## src/rtl/gdm_pkg.sv

```systemverilog
// Shared constants and the per-pixel phase step used by the modulator.
// Assumes 8-bit phases and grey values and eight pixels per output byte.
package gdm_pkg;
    localparam int unsigned VAL_W    = 8;
    localparam int unsigned BYTE_PIX = 8;
    localparam int unsigned SUB_W    = $clog2(BYTE_PIX);

    typedef logic [VAL_W-1:0] val_t;

    typedef enum logic [1:0] {
        ST_IDLE  = 2'd0,
        ST_RUN   = 2'd1,
        ST_OFFER = 2'd2
    } seq_state_t;
endpackage

```

## src/rtl/gdm_phase_unit.sv

```systemverilog
// Combinational sigma-delta step for one pixel: the sign of the phase gives
// the bit; a non-negative phase gets bit 7 forced (minus 128) before the
// grey value is added modulo 256. Assumes two's-complement 8-bit phases.
module gdm_phase_unit
    import gdm_pkg::*;
(
    input  val_t phase_in,
    input  val_t grey_in,
    output logic bit_out,
    output val_t phase_out
);
    val_t adj;

    // Pick the output bit and pull a non-negative phase down by half range.
    always_comb begin
        bit_out   = phase_in[VAL_W-1];
        adj       = phase_in | val_t'(1 << (VAL_W-1));
        phase_out = adj + grey_in;
    end
endmodule

```

## src/rtl/gdm_pixel_store.sv

```systemverilog
// Per-pixel phase and grey storage with an asynchronous read port, one
// engine phase write port and one host write port. Assumes the caller
// gates host writes so they never meet an engine write.
module gdm_pixel_store
    import gdm_pkg::*;
#(
    parameter int unsigned NPIX = 32,
    parameter int unsigned AW   = 5
) (
    input  logic          clk,
    input  logic          rst_n,
    input  logic [AW-1:0] rd_idx,
    output val_t          rd_phase,
    output val_t          rd_grey,
    input  logic          eng_we,
    input  val_t          eng_phase,
    input  logic          host_we,
    input  logic          host_sel,
    input  logic [AW-1:0] host_idx,
    input  val_t          host_data
);
    val_t phase_mem [NPIX];
    val_t grey_mem  [NPIX];
    logic host_ok;

    // Drop host writes that point past the last pixel.
    always_comb host_ok = host_we && (32'(host_idx) < NPIX);

    // Read both values of the pixel the engine is working on.
    always_comb begin
        rd_phase = phase_mem[rd_idx];
        rd_grey  = grey_mem[rd_idx];
    end

    // Phase storage: cleared by reset, written by the engine or the host.
    always_ff @(posedge clk) begin
        if (!rst_n) begin
            for (int i = 0; i < NPIX; i++) phase_mem[i] <= '0;
        end else if (eng_we) begin
            phase_mem[rd_idx] <= eng_phase;
        end else if (host_ok && host_sel) begin
            phase_mem[host_idx] <= host_data;
        end
    end

    // Grey storage: cleared by reset, written only by the host.
    always_ff @(posedge clk) begin
        if (!rst_n) begin
            for (int i = 0; i < NPIX; i++) grey_mem[i] <= '0;
        end else if (host_ok && !host_sel) begin
            grey_mem[host_idx] <= host_data;
        end
    end
endmodule

```

## src/rtl/gdm_byte_packer.sv

```systemverilog
// Shift register that collects pixel bits, the earliest one ending up in
// the most significant position. Assumes exactly eight shifts per byte.
module gdm_byte_packer
    import gdm_pkg::*;
(
    input  logic clk,
    input  logic rst_n,
    input  logic shift_en,
    input  logic bit_in,
    output val_t byte_out
);
    val_t sr;

    // Shift each new pixel bit in at the bottom.
    always_ff @(posedge clk) begin
        if (!rst_n)        sr <= '0;
        else if (shift_en) sr <= {sr[VAL_W-2:0], bit_in};
    end

    assign byte_out = sr;
endmodule

```

## src/rtl/grey_dither_mod.sv

```systemverilog
// Frame-pass sequencer for the temporal-dither modulator. It processes one
// pixel per cycle, writes each new phase back in the same cycle, and
// offers one packed byte per block of eight. It stalls on pix_ready.
// Assumes start and host writes are sampled only while idle.
module grey_dither_mod
    import gdm_pkg::*;
#(
    parameter int unsigned NUM_BLOCKS = 4,
    localparam int unsigned BLK_W  = (NUM_BLOCKS > 1) ? $clog2(NUM_BLOCKS) : 1,
    localparam int unsigned PIX_AW = BLK_W + SUB_W,
    localparam int unsigned NPIX   = NUM_BLOCKS * BYTE_PIX
) (
    input  logic              clk,
    input  logic              rst_n,
    input  logic              start,
    output logic              done,
    input  logic              host_we,
    input  logic              host_sel,
    input  logic [PIX_AW-1:0] host_addr,
    input  logic [VAL_W-1:0]  host_data,
    output logic              pix_valid,
    input  logic              pix_ready,
    output logic [VAL_W-1:0]  pix_byte
);
    seq_state_t       st;
    logic [BLK_W-1:0] blk;
    logic [SUB_W-1:0] sub;
    logic             last_blk;
    logic             run_now;
    val_t             cur_phase, cur_grey, new_phase;
    logic             cur_bit;

    assign run_now  = (st == ST_RUN);
    assign last_blk = (blk == BLK_W'(NUM_BLOCKS - 1));

    gdm_pixel_store #(.NPIX(NPIX), .AW(PIX_AW)) u_store (
        .clk       (clk),
        .rst_n     (rst_n),
        .rd_idx    ({blk, sub}),
        .rd_phase  (cur_phase),
        .rd_grey   (cur_grey),
        .eng_we    (run_now),
        .eng_phase (new_phase),
        .host_we   (host_we && (st == ST_IDLE)),
        .host_sel  (host_sel),
        .host_idx  (host_addr),
        .host_data (host_data)
    );

    gdm_phase_unit u_step (
        .phase_in  (cur_phase),
        .grey_in   (cur_grey),
        .bit_out   (cur_bit),
        .phase_out (new_phase)
    );

    gdm_byte_packer u_pack (
        .clk      (clk),
        .rst_n    (rst_n),
        .shift_en (run_now),
        .bit_in   (cur_bit),
        .byte_out (pix_byte)
    );

    // Step through idle, eight pixel cycles, then byte offer; pulse done at the end.
    always_ff @(posedge clk) begin
        if (!rst_n) begin
            st   <= ST_IDLE;
            blk  <= '0;
            sub  <= '0;
            done <= 1'b0;
        end else begin
            done <= 1'b0;
            case (st)
                ST_IDLE: begin
                    if (start) begin
                        st  <= ST_RUN;
                        blk <= '0;
                        sub <= '0;
                    end
                end
                ST_RUN: begin
                    sub <= sub + 1'b1;
                    if (sub == SUB_W'(BYTE_PIX - 1)) st <= ST_OFFER;
                end
                ST_OFFER: begin
                    if (pix_ready) begin
                        if (last_blk) begin
                            st   <= ST_IDLE;
                            done <= 1'b1;
                        end else begin
                            blk <= blk + 1'b1;
                            st  <= ST_RUN;
                        end
                    end
                end
                default: st <= ST_IDLE;
            endcase
        end
    end

    assign pix_valid = (st == ST_OFFER);
endmodule

```

## config.mk

```make
export PLATFORM = sky130hd
export DESIGN_NAME = grey_dither_mod
export DESIGN_NICKNAME = d
export VERILOG_FILES = /design/src/rtl/gdm_pkg.sv /design/src/rtl/gdm_phase_unit.sv /design/src/rtl/gdm_pixel_store.sv /design/src/rtl/gdm_byte_packer.sv /design/src/rtl/grey_dither_mod.sv
export SDC_FILE = /design/constraint.sdc
export NUM_CORES = 1
export LEC_CHECK = 0
export ABC_AREA = 1
export BUFFER_PORTS_ARGS = -buffer_cell sky130_fd_sc_hd__buf_4
export CORE_ASPECT_RATIO = 0.9
export CORE_MARGIN = 2
export CORE_UTILIZATION = 35
export DETAILED_ROUTE_END_ITERATION = 16
export PLACE_DENSITY = 0.51
export SETUP_SLACK_MARGIN = 0.5
export SLEW_MARGIN = 15
export SYNTH_ARGS = -nofsm -noshare
export SYNTH_HDL_FRONTEND = slang
export SYNTH_SLANG_ARGS = --single-unit
```

## constraint.sdc

```tcl
create_clock -name clk -period 10.35 [get_ports clk]
set_input_delay 2.07 -clock clk [delete_from_list [all_inputs] [get_ports clk]]
set_output_delay 2.07 -clock clk [all_outputs]
set_load 0.005 [all_outputs]
```

==> impl_metrics.env, run 1 <==
export IMPL_wl_per_cell_um=22.4
export IMPL_drt_initial_drc_count=2153
export IMPL_worstPathMaxFanout=76
export IMPL_synthToLayoutAreaGrowth_pct=11.5
export IMPL_layout_nets=2320
export IMPL_comb_power_share_pct=14.5
export IMPL_clk_pin_slew_ns=0.06
export IMPL_syn_nets=2370
export IMPL_row_count=90
export IMPL_yosysWarningCount=0
export IMPL_setup_slack_ns=4.83
export IMPL_rsz0062_at_grt="false"
export IMPL_seq_area_um2=15700
export IMPL_max_slew_margin_pct=25.7
export IMPL_drive_gt1_share_pct=8.56
export IMPL_multi_input_area_um2=7460
export IMPL_antenna_cells=0
export IMPL_p_int_mw=3.77
export IMPL_dr_pass1_iters=5
export IMPL_globalRouteOverflowTotal=0
export IMPL_syn_avg_cell_area_um2=10.2
export IMPL_p_sw_share_pct=28.3
export IMPL_power_leakage_nw=10.0
export IMPL_setup_viol=0
export IMPL_yosysTopAreaCellShare_pct=64.2
export IMPL_portBuffers=28
export IMPL_setup_tns_final_ns=0
export IMPL_p_seq_share_pct=46.7
export IMPL_period_needed_ns=5.52
export IMPL_root_buffer="clkbuf_16"
export IMPL_fmax_ghz=0.181
export IMPL_track_usage_pct=20.2
export IMPL_synth_area_top_cells="edfxtp_1 (64%), nor2_1 (13%), o21ai_0 (6.0%), nand2_1 (3.4%), o221ai_1 (2.8%)"
export IMPL_cts_tree="done"
export IMPL_netlist_top_cell_by_area="edfxtp_1"
export IMPL_layout_cells_non_filler=3210
export IMPL_grt_max_degree=113
export IMPL_endpoint_kind="flip-flop"
export IMPL_p_clk_share_pct=38.8
export IMPL_dpl_cell_count=3106
export IMPL_drv_slew=0
export IMPL_dieWidth_um=280
export IMPL_cts_setup_buffers=0
export IMPL_drc=0
export IMPL_detail_route_vias_per_cell=5.49
export IMPL_worstSetupPathType="flip-flop to flip-flop"
export IMPL_design_area_um2=26700
export IMPL_drt_wl_total_mm=72.0
export IMPL_dpl_instance_area_um2=24900
export IMPL_cts_resized=0
export IMPL_clk_latency_ns=0.62
export IMPL_hold_slack_ns=0.506
export IMPL_ir_drop_mv=0.126
export IMPL_gp_congestion=0.841
export IMPL_antenna_found_initial=2
export IMPL_cp_start_kind="flip-flop"
export IMPL_period_share_pct=53.4
export IMPL_worstMarginPinSlew_ns=1.11
export IMPL_vias=17600
export IMPL_ys_seq_area_share_pct=65.6
export IMPL_switching_power_mw=1.49
export IMPL_pre_cts_ws_ns=4.76
export IMPL_final_antenna_net_count=0
export IMPL_cts_buffers_inserted=56
export IMPL_cts_hold_buffers=0
export IMPL_crit_required_ns=10.67
export IMPL_synth_cell_types=36
export IMPL_ys_ff_latch=528
export IMPL_syn_area_um2=23900
export IMPL_maxCapViolCount=0
export IMPL_power_total_mw=5.26
export IMPL_htree_levels=2
export IMPL_outcome="completed"
export IMPL_core_area_um2=67300
export IMPL_io_pin_count=29
export IMPL_die_area_um2=70500
export IMPL_start_util_pct=35.6
export IMPL_syn_inst=2340
export IMPL_grt_pass1_vias=16800
export IMPL_clockBufferDepth=3
export IMPL_fin_skew_ns=0.0249
export IMPL_final_hold_violation_count=0
export IMPL_die_height_um=252
export IMPL_min_path_type="flip-flop to flip-flop"
export IMPL_arrival_ns=5.84
export IMPL_power_per_cell_area_nw_per_um2=197
export IMPL_nFillCells=6587
export IMPL_postLayoutCoreUtil_pct=39.6
export IMPL_cts_sinks=528
export IMPL_grt_pass1_wl_mm=108
export IMPL_dp_hpwl_mm=43.2
==> routing by layer <==
layer  share of wire (%)  track usage [%]
met3                 7.8             4.10
met5               0.018                0
met2                  42             29.2
met1                  48             30.8
met4                 2.1             5.01
==> power by group through the flow <==
stage / Sequential (mW) / Clock (mW) / Combinational [mW]
after floorplan: 2.48 / 0 / 0.466
after global placement: 2.50 / 0 / 0.751
after detailed placement: 2.50 / 0 / 0.758
after CTS: 2.46 / 2.07 / 0.758
after global routing: 2.46 / 2.15 / 0.822
final: 2.46 / 2.04 / 0.761
==> flip-flops by register name (all words and copies together), names as in the netlist <==
register,count
u_store.grey_mem,256
sub,3
st,2
u_store.phase_mem,256
u_pack.byte_out,8
done,1
blk,2
==> final timing paths <==
path,startpoint,endpoint,slack (ns),depth (start not counted)
min,u_pack.byte_out[2],u_pack.byte_out[3],0.51,2
max,sub[1],u_store.phase_mem[15][6],4.83,19
min reg2reg,u_pack.byte_out[2],u_pack.byte_out[3],0.51,2
max reg2reg,sub[1],u_store.phase_mem[15][6],4.83,19
==> critical path: stages, from the launching register on <==
cell and delay [ns]:
dfxtp_4 0.62, clkinv_2 0.11, buf_4 0.54, buf_4 0.68
o21ai_0 0.19, o221ai_1 0.32, nand3_1 0.20, nand2_1 0.15
inv_1 0.04, o21ai_0 0.31, inv_1 0.11, fa_1 0.43
nand3b_1 0.17, nand2_1 0.09, nand2_1 0.07, nand2_1 0.06
a21oi_1 0.07, xnor2_1 0.16, o21ai_4 0.78, nor2_1 0.09
==> synthesized netlist by cell type, drive strengths merged <==
cell,instances
edfxtp,512
o2111ai,1
a2bb2oi,1
nand3b,2
inv,41
ha,10
xor2,1
clkbuf,109
o221ai,76
nor2,822
o21ai,296
o22ai,44
buf,57
fa,1
nand2,244
a21oi,21
xnor2,2
a31oi,9
dfxtp,16
nand3,63
a211oi,2
clkinv,3
a22oi,2
nor3,5
==> placed cells by master, fill, tap and decap left out, types with 7 or more instances in the layout <==
master	instances
nor2_1	809
edfxtp_1	512
o21ai_0	285
nand2_1	217
o221ai_1	76
nand3_1	62
buf_4	58
clkbuf_16	57
o22ai_1	44
inv_1	32
a21oi_1	20
nand2_2	19
clkinv_1	14
clkbuf_1	14
dfxtp_1	13
clkinv_2	12
ha_1	10
a31oi_1	9
nand2_4	8
inv_2	7
nor2_4	7
bufinv_16	7
==> final cells by class <==
type | instances | area share (%)
Sequential cell | 528 | 58.8
Multi-Input combinational cell | 1602 | 28.0
Clock buffer | 71 | 5.54
Tap cell | 874 | 4.10
Timing Repair Buffer | 58 | 1.63
Clock inverter | 33 | 1.28
Inverter | 44 | 0.642
==> kinds of logic (layout without fill, tap and decap cells) <==
family | after synthesis | in the layout | share of synthesized area [%]
fa+ha+maj | 11 | 11 | 0.606
compound gates | 452 | 452 | 11.1
simple gates | 1136 | 1136 | 19.0
xor+xnor | 3 | 3 | 0.110
flops | 528 | 528 | 65.6
buf+inv | 210 | 206 | 3.62
Power figures use the tool's default switching activity.
==> run 2, diff against run 1 <==
--- a/config.mk
+++ b/config.mk
@@ -11,7 +11,7 @@
 export CORE_MARGIN = 2
 export CORE_UTILIZATION = 35
 export DETAILED_ROUTE_END_ITERATION = 16
-export PLACE_DENSITY = 0.51
+export PLACE_DENSITY = 0.53
 export SETUP_SLACK_MARGIN = 0.5
 export SLEW_MARGIN = 15
 export SYNTH_ARGS = -nofsm -noshare
==> constraint.sdc (replaced) <==
create_clock -name clk -period 5 [get_ports clk]
set_input_delay 1 -clock clk [delete_from_list [all_inputs] [get_ports clk]]
set_output_delay 1 -clock clk [all_outputs]
set_load 0.005 [all_outputs]
==> run 2 against run 1 <==
Clock power increased by 110%. Maximum frequency increased by 30%. Critical path depth unchanged. Sequential power increased by 110%. Hold slack got worse by 0.0054 ns. First-iteration DRC count decreased by 1.6%. Die area unchanged. Combinational power increased by 120%. Largest power group unchanged.
==> impl_metrics.env, run 2 (synthesized netlist as in run 1, its figures left out) <==
export IMPL_worstMarginPinSlew_ns=1.08
export IMPL_power_per_cell_area_nw_per_um2=408
export IMPL_core_area_um2=67300
export IMPL_fin_skew_ns=0.0221
export IMPL_clk_latency_ns=0.62
export IMPL_gp_congestion=0.847
export IMPL_setup_tns_final_ns=0
export IMPL_drt_initial_drc_count=2119
export IMPL_p_seq_share_pct=46.1
export IMPL_power_leakage_nw=10.2
export IMPL_pre_cts_ws_ns=0.734
export IMPL_vias=17700
export IMPL_die_height_um=252
export IMPL_antenna_found_initial=1
export IMPL_die_area_um2=70500
export IMPL_p_sw_share_pct=28.1
export IMPL_clk_pin_slew_ns=0.06
export IMPL_p_int_mw=7.92
export IMPL_p_clk_share_pct=38.9
export IMPL_maxCapViolCount=0
export IMPL_layout_nets=2335
export IMPL_worstSetupPathType="flip-flop to flip-flop"
export IMPL_r2r_start="sub[0]"
export IMPL_clockBufferDepth=3
export IMPL_period_needed_ns=4.25
export IMPL_root_buffer="clkbuf_16"
export IMPL_cp_startpoint="sub[0]"
export IMPL_layout_cells_non_filler=3225
export IMPL_antenna_cells=0
export IMPL_track_usage_pct=20.1
export IMPL_io_pin_count=29
export IMPL_drc=0
export IMPL_fmax_ghz=0.236
export IMPL_rsz0062_at_grt="false"
export IMPL_synthToLayoutAreaGrowth_pct=12.7
export IMPL_dpl_cell_count=3120
export IMPL_drt_wl_total_mm=71.7
export IMPL_grt_pass1_wl_mm=108
export IMPL_globalRouteOverflowTotal=0
export IMPL_switching_power_mw=3.09
export IMPL_period_share_pct=84.9
export IMPL_arrival_ns=4.59
export IMPL_cts_tree="done"
export IMPL_drive_gt1_share_pct=9.40
export IMPL_htree_levels=2
export IMPL_cts_buffers_inserted=56
export IMPL_start_util_pct=35.6
export IMPL_layout_commonest_cell="nor2_1"
export IMPL_worstPathMaxFanout=129
export IMPL_final_hold_violation_count=0
export IMPL_dr_pass1_iters=7
export IMPL_min_path_type="flip-flop to flip-flop"
export IMPL_endpoint_kind="flip-flop"
export IMPL_worstHoldStart="u_pack.byte_out[4]"
export IMPL_setup_viol=0
export IMPL_max_slew_margin_pct=27.4
export IMPL_cp_start_kind="flip-flop"
export IMPL_wl_per_cell_um=22.2
export IMPL_row_count=90
export IMPL_portBuffers=28
export IMPL_drv_slew=0
export IMPL_grt_max_degree=130
export IMPL_comb_power_share_pct=15.0
export IMPL_crit_required_ns=5.35
export IMPL_setup_slack_ns=0.754
export IMPL_mostFrequentLayoutCells="nor2_1 (808), edfxtp_1 (512), o21ai_0 (285)"
export IMPL_detail_route_vias_per_cell=5.50
export IMPL_dp_hpwl_mm=44.0
export IMPL_dieWidth_um=280
export IMPL_outcome="completed"
export IMPL_ir_drop_mv=0.231
export IMPL_cts_sinks=528
export IMPL_final_antenna_net_count=0
export IMPL_grt_pass1_vias=17100
## run 2: cell types whose count changed in the layout (fill, tap and decap cells not counted), moves of 2 or more
| cell | before | now |
|---|---|---|
| clkbuf_1 | 14 | 10 |
| buf_4 | 58 | 63 |
| buf_12 | 0 | 10 |
| clkbuf_8 | 0 | 6 |
| inv_6 | 4 | 2 |
| clkinv_1 | 14 | 12 |
## run 2: per-stage QoR
| step | hold WS, ns | power [mW] | cell area [um^2] | util (%) |
|---|---|---|---|---|
| floorplan | 0.494 | 6.10 | 23900 | - |
| global placement | 0.490 | 6.81 | 25100 | 37.3 |
| detailed placement | 0.503 | 6.81 | 25100 | 37.3 |
| CTS | 0.505 | 11.1 | 27000 | 40.0 |
| global route | 0.534 | 11.4 | 27000 | 40.1 |
| finish | 0.500 | 11.0 | 27000 | 40.1 |
## run 2: power by group through the flow
stage / registers, mW / clock network, mW / logic (mW)
after floorplan: 5.14 / 0 / 0.964
after global placement: 5.17 / 0 / 1.64
after detailed placement: 5.17 / 0 / 1.64
after CTS: 5.08 / 4.35 / 1.65
after global routing: 5.09 / 4.50 / 1.78
final: 5.08 / 4.28 / 1.66
## run 2: repair_timing
| item | 4_1_cts | 5_1_grt |
|---|---|---|
| setup endpoints to repair | 0 | 64 |
| setup buffers | 0 | 1 |
| hold buffers | 0 | 0 |
| resized for setup | 0 | 1 |
## run 2: path summary, 6_finish.rpt
| check | end | slack, ns | cells past startpoint |
|---|---|---|---|
| max | u_store.phase_mem[23][6] | 0.75 | 19 |
| min | u_pack.byte_out[5] | 0.50 | 2 |
| min reg2reg | u_pack.byte_out[5] | 0.50 | 2 |
| max reg2reg | u_store.phase_mem[23][6] | 0.75 | 19 |
## run 2: worst max-delay path: stages (launching register included)
cell and delay [ns]:
dfxtp_4 0.43, buf_12 0.35, o21ai_0 0.21, o221ai_1 0.24, nand3_1 0.20, nand2_1 0.17
nor2_1 0.05, a21oi_1 0.15, ha_1 0.19, inv_1 0.07, fa_1 0.46, nand3b_1 0.18
nand2_1 0.09, nand2_1 0.07, nand2_1 0.07, a21oi_1 0.07, xnor2_1 0.15, o21ai_4 0.12
buf_4 0.41, nor2_1 0.08
## run 2: final cells by class
class,instances,area (um^2)
fill,6468,40300
clock buffer,73,1550
clock inverter,31,332
timing repair buffer,73,673
multi-input combinational,1602,7470
inverter,44,174
sequential,528,15700
tap,874,1090
## run 2: routing by layer
layer,GRT usage [%],wire (um),up-vias
met5,0,10,-
met4,3.82,1020,2
li1,-,-,8101
met1,30.9,33100,8810
met3,3.94,6410,71
met2,29.6,31100,748
